--- src/rtl/fcg_pkg.sv ---
package fcg_pkg;

  // Strobes a control unit hands to one CRC lane of the datapath.
  typedef struct packed {
    logic load;      // fold the presented word into the lane
    logic seedZero;  // start from an all-zero value instead of the register
  } crcCtl_t;

  typedef enum logic {
    TX_DATA  = 1'b0,
    TX_CHECK = 1'b1
  } txState_e;

endpackage

--- src/rtl/fcg_datapath.sv ---
module fcg_datapath
  import fcg_pkg::*;
#(
  parameter int              WORD_W = 18,
  parameter int              CRC_W  = 7,
  parameter logic [CRC_W-1:0] POLY  = 7'h09
) (
  input  logic              clk,
  input  logic              rstN,
  input  crcCtl_t           txCtl,
  input  logic              selCheck,
  input  logic [WORD_W-1:0] txData,
  output logic [WORD_W-1:0] outData,
  input  crcCtl_t           rxCtl,
  input  logic [WORD_W-1:0] rxData,
  output logic [CRC_W-1:0]  rxSyndrome,
  output logic              rxPadBad
);

  localparam int PAD_W = WORD_W - CRC_W;

  // Unrolled division step: one whole word, most significant bit first.
  function automatic logic [CRC_W-1:0] crcStep(input logic [CRC_W-1:0] seed,
                                               input logic [WORD_W-1:0] word);
    logic [CRC_W-1:0] c;
    logic fb;
    c = seed;
    for (int i = WORD_W - 1; i >= 0; i--) begin
      fb = c[CRC_W-1] ^ word[i];
      c  = {c[CRC_W-2:0], 1'b0} ^ (fb ? POLY : '0);
    end
    return c;
  endfunction

  logic [CRC_W-1:0] txCrc, rxCrc;
  logic [CRC_W-1:0] txBase, rxBase;

  assign txBase = txCtl.seedZero ? '0 : txCrc;
  assign rxBase = rxCtl.seedZero ? '0 : rxCrc;

  always_ff @(posedge clk) begin
    if (!rstN) begin
      txCrc <= '0;
      rxCrc <= '0;
    end else begin
      if (txCtl.load) txCrc <= crcStep(txBase, txData);
      if (rxCtl.load) rxCrc <= crcStep(rxBase, rxData);
    end
  end

  assign outData    = selCheck ? {{PAD_W{1'b0}}, txCrc} : txData;
  assign rxSyndrome = rxBase ^ rxData[CRC_W-1:0];
  assign rxPadBad   = |rxData[WORD_W-1:CRC_W];

endmodule

--- src/rtl/fcg_tx_ctrl.sv ---
module fcg_tx_ctrl
  import fcg_pkg::*;
(
  input  logic    clk,
  input  logic    rstN,
  input  logic    txValid,
  input  logic    txSof,
  input  logic    txEof,
  input  logic    outReady,
  output logic    txReady,
  output logic    outValid,
  output logic    outSof,
  output logic    outEof,
  output logic    selCheck,
  output crcCtl_t txCtl
);

  txState_e state, stateNext;

  always_comb begin
    stateNext = state;
    txCtl     = '0;
    txReady   = 1'b0;
    outValid  = 1'b0;
    outSof    = 1'b0;
    outEof    = 1'b0;
    selCheck  = 1'b0;
    case (state)
      TX_DATA: begin
        outValid = txValid;
        txReady  = outReady;
        outSof   = txSof;
        if (txValid && outReady) begin
          txCtl.load     = 1'b1;
          txCtl.seedZero = txSof;
          if (txEof) stateNext = TX_CHECK;
        end
      end
      TX_CHECK: begin
        outValid = 1'b1;
        outEof   = 1'b1;
        selCheck = 1'b1;
        if (outReady) stateNext = TX_DATA;
      end
      default: stateNext = TX_DATA;
    endcase
  end

  always_ff @(posedge clk) begin
    if (!rstN) state <= TX_DATA;
    else       state <= stateNext;
  end

endmodule

--- src/rtl/fcg_rx_ctrl.sv ---
module fcg_rx_ctrl
  import fcg_pkg::*;
#(
  parameter int CRC_W = 7,
  parameter int LEN_W = 4
) (
  input  logic             clk,
  input  logic             rstN,
  input  logic [LEN_W-1:0] frameLen,
  input  logic             rxValid,
  input  logic             rxSof,
  input  logic             rxEof,
  input  logic [CRC_W-1:0] rxSyndrome,
  input  logic             rxPadBad,
  output crcCtl_t          rxCtl,
  output logic             errFlag,
  output logic             frameDone
);

  logic [LEN_W-1:0] wordCnt;
  logic [LEN_W-1:0] dataWords;
  logic             badFrame;

  always_comb begin
    rxCtl.load     = rxValid && !rxEof;
    rxCtl.seedZero = rxSof;
  end

  assign dataWords = rxSof ? '0 : wordCnt;
  assign badFrame  = (dataWords != frameLen) || rxPadBad || (rxSyndrome != '0);

  always_ff @(posedge clk) begin
    if (!rstN) begin
      wordCnt   <= '0;
      errFlag   <= 1'b0;
      frameDone <= 1'b0;
    end else begin
      errFlag   <= 1'b0;
      frameDone <= 1'b0;
      if (rxValid) begin
        if (rxEof) begin
          frameDone <= 1'b1;
          errFlag   <= badFrame;
          wordCnt   <= '0;
        end else if (rxSof) begin
          wordCnt <= LEN_W'(1);
        end else if (wordCnt != '1) begin
          wordCnt <= wordCnt + 1'b1;
        end
      end
    end
  end

endmodule

--- src/rtl/frame_crc_guard.sv ---
module frame_crc_guard
  import fcg_pkg::*;
#(
  parameter int               WORD_W = 18,
  parameter int               CRC_W  = 7,
  parameter logic [CRC_W-1:0] POLY   = 7'h09,
  parameter int               LEN_W  = 4
) (
  input  logic              clk,
  input  logic              rstN,
  input  logic [LEN_W-1:0]  frameLen,
  input  logic              txValid,
  output logic              txReady,
  input  logic [WORD_W-1:0] txData,
  input  logic              txSof,
  input  logic              txEof,
  output logic              outValid,
  input  logic              outReady,
  output logic [WORD_W-1:0] outData,
  output logic              outSof,
  output logic              outEof,
  input  logic              rxValid,
  input  logic [WORD_W-1:0] rxData,
  input  logic              rxSof,
  input  logic              rxEof,
  output logic              errFlag,
  output logic              frameDone
);

  crcCtl_t          txCtl, rxCtl;
  logic             selCheck;
  logic [CRC_W-1:0] rxSyndrome;
  logic             rxPadBad;

  fcg_tx_ctrl u_txCtrl (
    .clk      (clk),
    .rstN     (rstN),
    .txValid  (txValid),
    .txSof    (txSof),
    .txEof    (txEof),
    .outReady (outReady),
    .txReady  (txReady),
    .outValid (outValid),
    .outSof   (outSof),
    .outEof   (outEof),
    .selCheck (selCheck),
    .txCtl    (txCtl)
  );

  fcg_rx_ctrl #(.CRC_W(CRC_W), .LEN_W(LEN_W)) u_rxCtrl (
    .clk        (clk),
    .rstN       (rstN),
    .frameLen   (frameLen),
    .rxValid    (rxValid),
    .rxSof      (rxSof),
    .rxEof      (rxEof),
    .rxSyndrome (rxSyndrome),
    .rxPadBad   (rxPadBad),
    .rxCtl      (rxCtl),
    .errFlag    (errFlag),
    .frameDone  (frameDone)
  );

  fcg_datapath #(.WORD_W(WORD_W), .CRC_W(CRC_W), .POLY(POLY)) u_dp (
    .clk        (clk),
    .rstN       (rstN),
    .txCtl      (txCtl),
    .selCheck   (selCheck),
    .txData     (txData),
    .outData    (outData),
    .rxCtl      (rxCtl),
    .rxData     (rxData),
    .rxSyndrome (rxSyndrome),
    .rxPadBad   (rxPadBad)
  );

endmodule

--- config.mk ---
export PLATFORM = sky130hd
export DESIGN_NAME = frame_crc_guard
export DESIGN_NICKNAME = d
export VERILOG_FILES = /design/src/rtl/fcg_pkg.sv /design/src/rtl/fcg_datapath.sv /design/src/rtl/fcg_tx_ctrl.sv /design/src/rtl/fcg_rx_ctrl.sv /design/src/rtl/frame_crc_guard.sv
export SDC_FILE = /design/constraint.sdc
export NUM_CORES = 1
export LEC_CHECK = 0
export BUFFER_PORTS_ARGS = -buffer_cell sky130_fd_sc_hd__buf_2
export CORE_UTILIZATION = 40
export CTS_CLUSTER_SIZE = 40
export DETAILED_ROUTE_END_ITERATION = 7
export PLACE_DENSITY = 0.74
export SLEW_MARGIN = 20
export SYNTH_ARGS = -nofsm -noshare
export SYNTH_HDL_FRONTEND = slang
export SYNTH_SLANG_ARGS = --single-unit
--- constraint.sdc ---
create_clock -name clk -period 2.01 [get_ports clk]
set_input_delay 0.201 -clock clk [delete_from_list [all_inputs] [get_ports clk]]
set_output_delay 0.201 -clock clk [all_outputs]
set_load 0.005 [all_outputs]
==> results.cfg, run 1 <==
[cells_and_area]
multi_input_area_um2 = 1710
diodes = 0
synthToLayoutAreaGrowth_pct = 23.3
fill_cells = 475
regArea_um2 = 420
nets = 363
drive_gt1_share_pct = 34.3

[sta]
post-route-period-util_pct = 92.2
worst-slew-pin-transition_ns = 0.452
hold_violations = 0
setup_violations = 0
fin_skew_ns = 0.00154
tns_ns = 0
max_freq_ghz = 0.540
drv_slew = 0
rsz0062_at_grt = no
period_minus_slack_ns = 1.85
slew_headroom_pct = 69.1

[routing]
firstDrtPassIters = 4
routed_via_density = 4.99
vias = 1907
detail_route.wl_per_cell_um = 12.6
drt_wl_total_um = 4830
antenna_left = 0
drt_iter0_markers = 51
drc_errors = 0

[logic_synthesis]
synth_nets = 287
syn_inst = 237
async_reset_ff_share_pct = 0
synth_common_cells = xnor2_1, dfxtp_1, nor2_1, nor2b_1, xor2_1
yosysTopAreaCell = dfxtp_1
avgSynthCellArea_um2 = 9.23
yosysWarnings = 0
synth_edf_count = 0
yosysSeqAreaShare_pct = 19.2
ys.flop_type = dfxtp_1
yosys.cell_count.top_type = xnor2_1
synth_seq_cells = 21
syn_area_um2 = 2190
synth_cell_types = 48
yosysTopAreaCellShare_pct = 19.2
synth.area.top_cells = dfxtp_1, xnor2_1, xnor3_1

[worst_setup_path]
path_class = reg -> reg
reg2reg_to = u_dp.rxCrc[3]$_SDFFE_PN0P_
critPathMaxStageDelay_ns = 0.42
startpoint_type = flop
arrival_ns = 2.04
r2r_start = u_dp.rxCrc[4]$_SDFFE_PN0P_
crit_fanout = 6
path_cells = nor2b_2 -> xnor2_2 -> xor2_1 -> xnor3_1 -> xnor2_1 -> o22ai_1
r2r_setup_slack_ns = 0.16
reg2reg_depth = 6
crit_required_ns = 2.20
slowest_stage = dfxtp_1
worstSetupEndpointType = flop

[placement]
routabilityCongestion = 0.883
io_buffers = 72
dp_hpwl_um = 3970

[status]
outcome = finished, final reports clean

[min_path]
hold_path_depth = 2
hp-start = rxValid
hp-class = in -> reg
worstHoldEndpoint = u_rxCtrl.wordCnt[2]$_SDFFE_PN0P_

[global_route]
grt_pass1_wl_um = 8500
grt_pass1_vias = 1907
grt_use_total_pct = 17.6
antenna_found_initial = 0
grt_max_degree = 24
overflow = 0

[pwr]
cellPowerDensity_nw_per_um2 = 801
ir_drop_mv = 0.579
p_total_mw = 2.16
p_leak_nw = 1.19

[clock_tree]
clk_path_buf_depth = 2
cts_sinks = 21
cts_root_buffer = clkbuf_8
cts_max_level = 1
cts_inserted_buffers = 3
postCtsHoldBufs = 0
worstSkewPairLatency_ns = 0.26
tritoncts = built
post_cts.repair.setup_buffers = 0
clkTransAtPathRegs_ns = 0.08

[floorplanning]
die_x_um = 75.9
boundaryPins = 73
die_h_um = 75.9
coreArea_um2 = 5170
placementRows = 26
design.die.area_um2 = 5770
start_util_pct = 42.3

[run]
drv_cap = 0
==> final cells by class <==
| cell class | instances | share of cell area [%] |
|---|---|---|
| clock buffers | 3 | 1.53 |
| clock inverters | 1 | 0.186 |
| inverters | 10 | 1.39 |
| multi-input cells | 200 | 63.3 |
| flip-flops and latches | 21 | 15.6 |
| well taps | 70 | 3.25 |
| repair buffers | 77 | 14.8 |
==> placed cells by master (no fill, tap or decap), drive strengths merged, types with 3 or more instances in the layout <==
master,n
xnor3,9
dfxtp,21
xnor2,51
o21ai,7
buf,77
o22ai,5
a211oi,5
xor2,20
nand3,4
inv,10
mux2,7
clkbuf,3
nand2,17
nor4,3
and2,3
mux2i,3
nor2,17
a31oi,3
nor2b,17
a21oi,8
==> metrics by stage <==
| stage | area [µm²] | std cells | setup WS (ns) | hold slack, ns | utilization, % |
|---|---|---|---|---|---|
| global placement | 2650 | 378 | 0.227 | 0.460 | 51.2 |
| floorplan | 2190 | 237 | 0.234 | 0.298 | - |
| CTS | 2690 | 382 | 0.123 | 0.195 | 52.1 |
| finish | 2700 | 382 | 0.157 | 0.196 | 52.1 |
| detailed placement | 2650 | 378 | 0.144 | 0.467 | 51.2 |
| global route | 2700 | 382 | 0.00784 | 0.215 | 52.1 |
==> where the power goes <==
part           internal [mW]  switching [mW]  leakage (nW)
sequential             0.478          0.0769         0.172
clock                  0.138           0.137        0.0255
combinational          0.743           0.587         0.993
total                   1.36           0.801          1.19
==> worst max-delay path: cells and delay by family, from the launching register on <==
kind	cells	cell delay, ns
DFF	1	0.42
AOI/OAI and AO/OA	1	0.16
and+or+nand+nor	1	0.22
xor gates and xnor gates	4	0.98
==> per-layer routing <==
| layer | part of all wire (%) | GRT usage (%) | vias up |
|---|---|---|---|
| met2 | 51 | 31.7 | 50 |
| li1 | - | - | 965 |
| met1 | 44 | 22.2 | 886 |
| met5 | 0 | 0 | - |
| met4 | 0.81 | 2.31 | 0 |
| met3 | 4.4 | 3.37 | 6 |
==> state kept, by name, summed over array words and instances, names as in the netlist <==
signal	flops
u_rxCtrl.errFlag	1
u_dp.rxCrc	7
u_txCtrl.state	1
u_rxCtrl.frameDone	1
u_dp.txCrc	7
u_rxCtrl.wordCnt	4
==> logic make-up after synthesis <==
group,count (synthesis),share of synthesized area [%]
xor+xnor,81,42.8
buf+inv,16,2.86
fa+ha+maj,1,0.572
mux,10,4.98
simple gates,70,17.4
flops,21,19.2
compound gates,38,12.1
==> worst max path at each step <==
stage                                  to  depth (start not counted)                  startpoint  slack [ns]
2_1_floorplan  u_dp.txCrc[0]$_SDFFE_PN0P_                          6   u_txCtrl.state$_SDFF_PN0_        0.23
3_3_place_gp   u_dp.txCrc[4]$_SDFFE_PN0P_                          6   u_txCtrl.state$_SDFF_PN0_        0.23
3_5_place_dp   u_dp.rxCrc[3]$_SDFFE_PN0P_                          6  u_dp.rxCrc[4]$_SDFFE_PN0P_        0.14
4_1_cts        u_dp.rxCrc[3]$_SDFFE_PN0P_                          6  u_dp.rxCrc[4]$_SDFFE_PN0P_        0.12
5_1_grt        u_dp.rxCrc[3]$_SDFFE_PN0P_                          6  u_dp.rxCrc[4]$_SDFFE_PN0P_       0.008
6_report       u_dp.rxCrc[3]$_SDFFE_PN0P_                          6  u_dp.rxCrc[4]$_SDFFE_PN0P_        0.16
==> timing repair <==
action	in CTS	in global routing
setup endpoints to repair	0	2
gates resized for setup	0	1
hold endpoints to repair	0	0
Power figures use the tool's default switching activity.
==> inputs of run 2 (changes only) <==
--- a/config.mk
+++ b/config.mk
@@ -9,7 +9,7 @@
 export CORE_UTILIZATION = 40
 export CTS_CLUSTER_SIZE = 40
 export DETAILED_ROUTE_END_ITERATION = 7
-export PLACE_DENSITY = 0.74
+export PLACE_DENSITY = 0.76
 export SLEW_MARGIN = 20
 export SYNTH_ARGS = -nofsm -noshare
 export SYNTH_HDL_FRONTEND = slang
==> constraint.sdc (replaced) <==
create_clock -name clk -period 1.7 [get_ports clk]
set_input_delay 0.17 -clock clk [delete_from_list [all_inputs] [get_ports clk]]
set_output_delay 0.17 -clock clk [all_outputs]
set_load 0.005 [all_outputs]
==> results.cfg, run 2 (same netlist as run 1, synthesis figures left out) <==
[sta]
tns_ns = -0.109
drv_slew = 0
max_freq_ghz = 0.571
hold_violations = 0
post-route-period-util_pct = 103
whs_ns = 0.165
rsz0062_at_grt = yes
slew_headroom_pct = 74.3
setup_violations = 3
worst_slack_ns = -0.0527
fin_skew_ns = 0.00306
worst-slew-pin-transition_ns = 0.375
period_minus_slack_ns = 1.75

[cells_and_area]
nets = 383
diodes = 0
synthToLayoutAreaGrowth_pct = 37.1
reg_top3 = u_dp.rxCrc: 7 flops, u_dp.txCrc: 7 flops, u_rxCtrl.wordCnt: 4 flops
fin_util_pct = 58.0
fill_cells = 456
stdcell_area_um2 = 3000
drive_gt1_share_pct = 44.9
final_common_cell = buf_2
final_cells = 402
layout_common_cells = buf_2, xnor2_1, buf_4, nand2_1, nor2_1

[floorplanning]
placementRows = 26
design.die.area_um2 = 5770
coreArea_um2 = 5170
die_x_um = 75.9
boundaryPins = 73
start_util_pct = 42.3
die_h_um = 75.9

[pwr]
ir_drop_mv = 0.486
p_total_mw = 2.98
cellPowerDensity_nw_per_um2 = 992
p_leak_nw = 1.36

[run]
drv_cap = 0

[routing]
antenna_left = 0
drt_wl_total_um = 5460
routed_via_density = 5.01
drc_errors = 0
detail_route.wl_per_cell_um = 13.6
drt_iter0_markers = 51
firstDrtPassIters = 4
vias = 2014

[worst_setup_path]
crit_fanout = 5
arrival_ns = 1.93
startpoint_type = flop
path_class = reg -> reg
worstSetupEndpointType = flop
crit_required_ns = 1.88

[placement]
dp_hpwl_um = 4320
place_ws_ns = -0.114
io_buffers = 72
post_dp_cell_area_um2 = 2770
dp_cells = 394
routabilityCongestion = 0.858

[clock_tree]
clk_path_buf_depth = 2
tritoncts = built
clkTransAtPathRegs_ns = 0.08
cts_root_buffer = clkbuf_8
cts_max_level = 1
postCtsHoldBufs = 0
cts_sinks = 21
worstSkewPairLatency_ns = 0.26
cts_inserted_buffers = 3

[status]
violations = negative setup slack
outcome = complete, but fails checks

[global_route]
overflow = 0
grt_use_total_pct = 18.4
antenna_found_initial = 0
grt_pass1_vias = 1999
grt_max_degree = 24
grt_pass1_wl_um = 8940

[min_path]
hp-class = in -> reg
-- run 2: cell count changes in the layout (fill, tap and decap cells not counted), moves of 6 or more --
cell / change
buf_4: +18
xnor2_1: -10
xnor2_2: +8
dfxtp_1: -6
dfxtp_2: +6
-- run 2: metal layers --
layer / wire [µm] / track usage (%) / vias to the layer above
li1: - / - / 997
met1: 2290 / 22.5 / 945
met2: 2910 / 35.6 / 72
met3: 254 / 1.69 / 0
met4: 0 / 1.73 / 0
met5: 0 / 0 / -
-- run 2: timing repair --
item | CTS | global route
pin swaps | 6 | 13
resized for setup | 8 | 21
setup endpoints to repair | 8 | 13
setup buffers | 1 | 3
-- run 2: critical path, cell delays in order, from the launching register on --
cell and delay (ns):
dfxtp_1 0.31, buf_4 0.15, xnor2_1 0.13, nor2_1 0.17, xnor2_2 0.17, xor2_1 0.37
xor2_1 0.15, a211oi_1 0.23
-- run 2: final timing paths --
path                              start                          endpoint  slack [ns]  cells after the start
max          u_dp.rxCrc[4]$_SDFFE_PN0P_        u_dp.rxCrc[6]$_SDFFE_PN0P_       -0.05                      7
min                             rxValid  u_rxCtrl.wordCnt[2]$_SDFFE_PN0P_        0.16                      2
max reg2reg  u_dp.rxCrc[4]$_SDFFE_PN0P_        u_dp.rxCrc[6]$_SDFFE_PN0P_       -0.05                      7
min reg2reg  u_dp.txCrc[0]$_SDFFE_PN0P_        u_dp.txCrc[0]$_SDFFE_PN0P_        0.56                      2
-- run 2: layout make-up --
type | count | area [µm²] | share of cell area, %
multi-input cells | 200 | 1850 | 61.5
well taps | 70 | 87.6 | 2.92
clock buffers | 4 | 45.0 | 1.50
inverters | 10 | 37.5 | 1.25
flip-flops and latches | 21 | 428 | 14.3
repair buffers | 97 | 556 | 18.5
-- run 2: where the power goes --
group | total [mW] | switching [mW] | leakage [nW] | internal (mW)
clock network | 0.326 | 0.159 | 0.0228 | 0.167
logic | 2.01 | 0.871 | 1.16 | 1.14
registers | 0.642 | 0.0715 | 0.175 | 0.571
total | 2.98 | 1.10 | 1.36 | 1.87
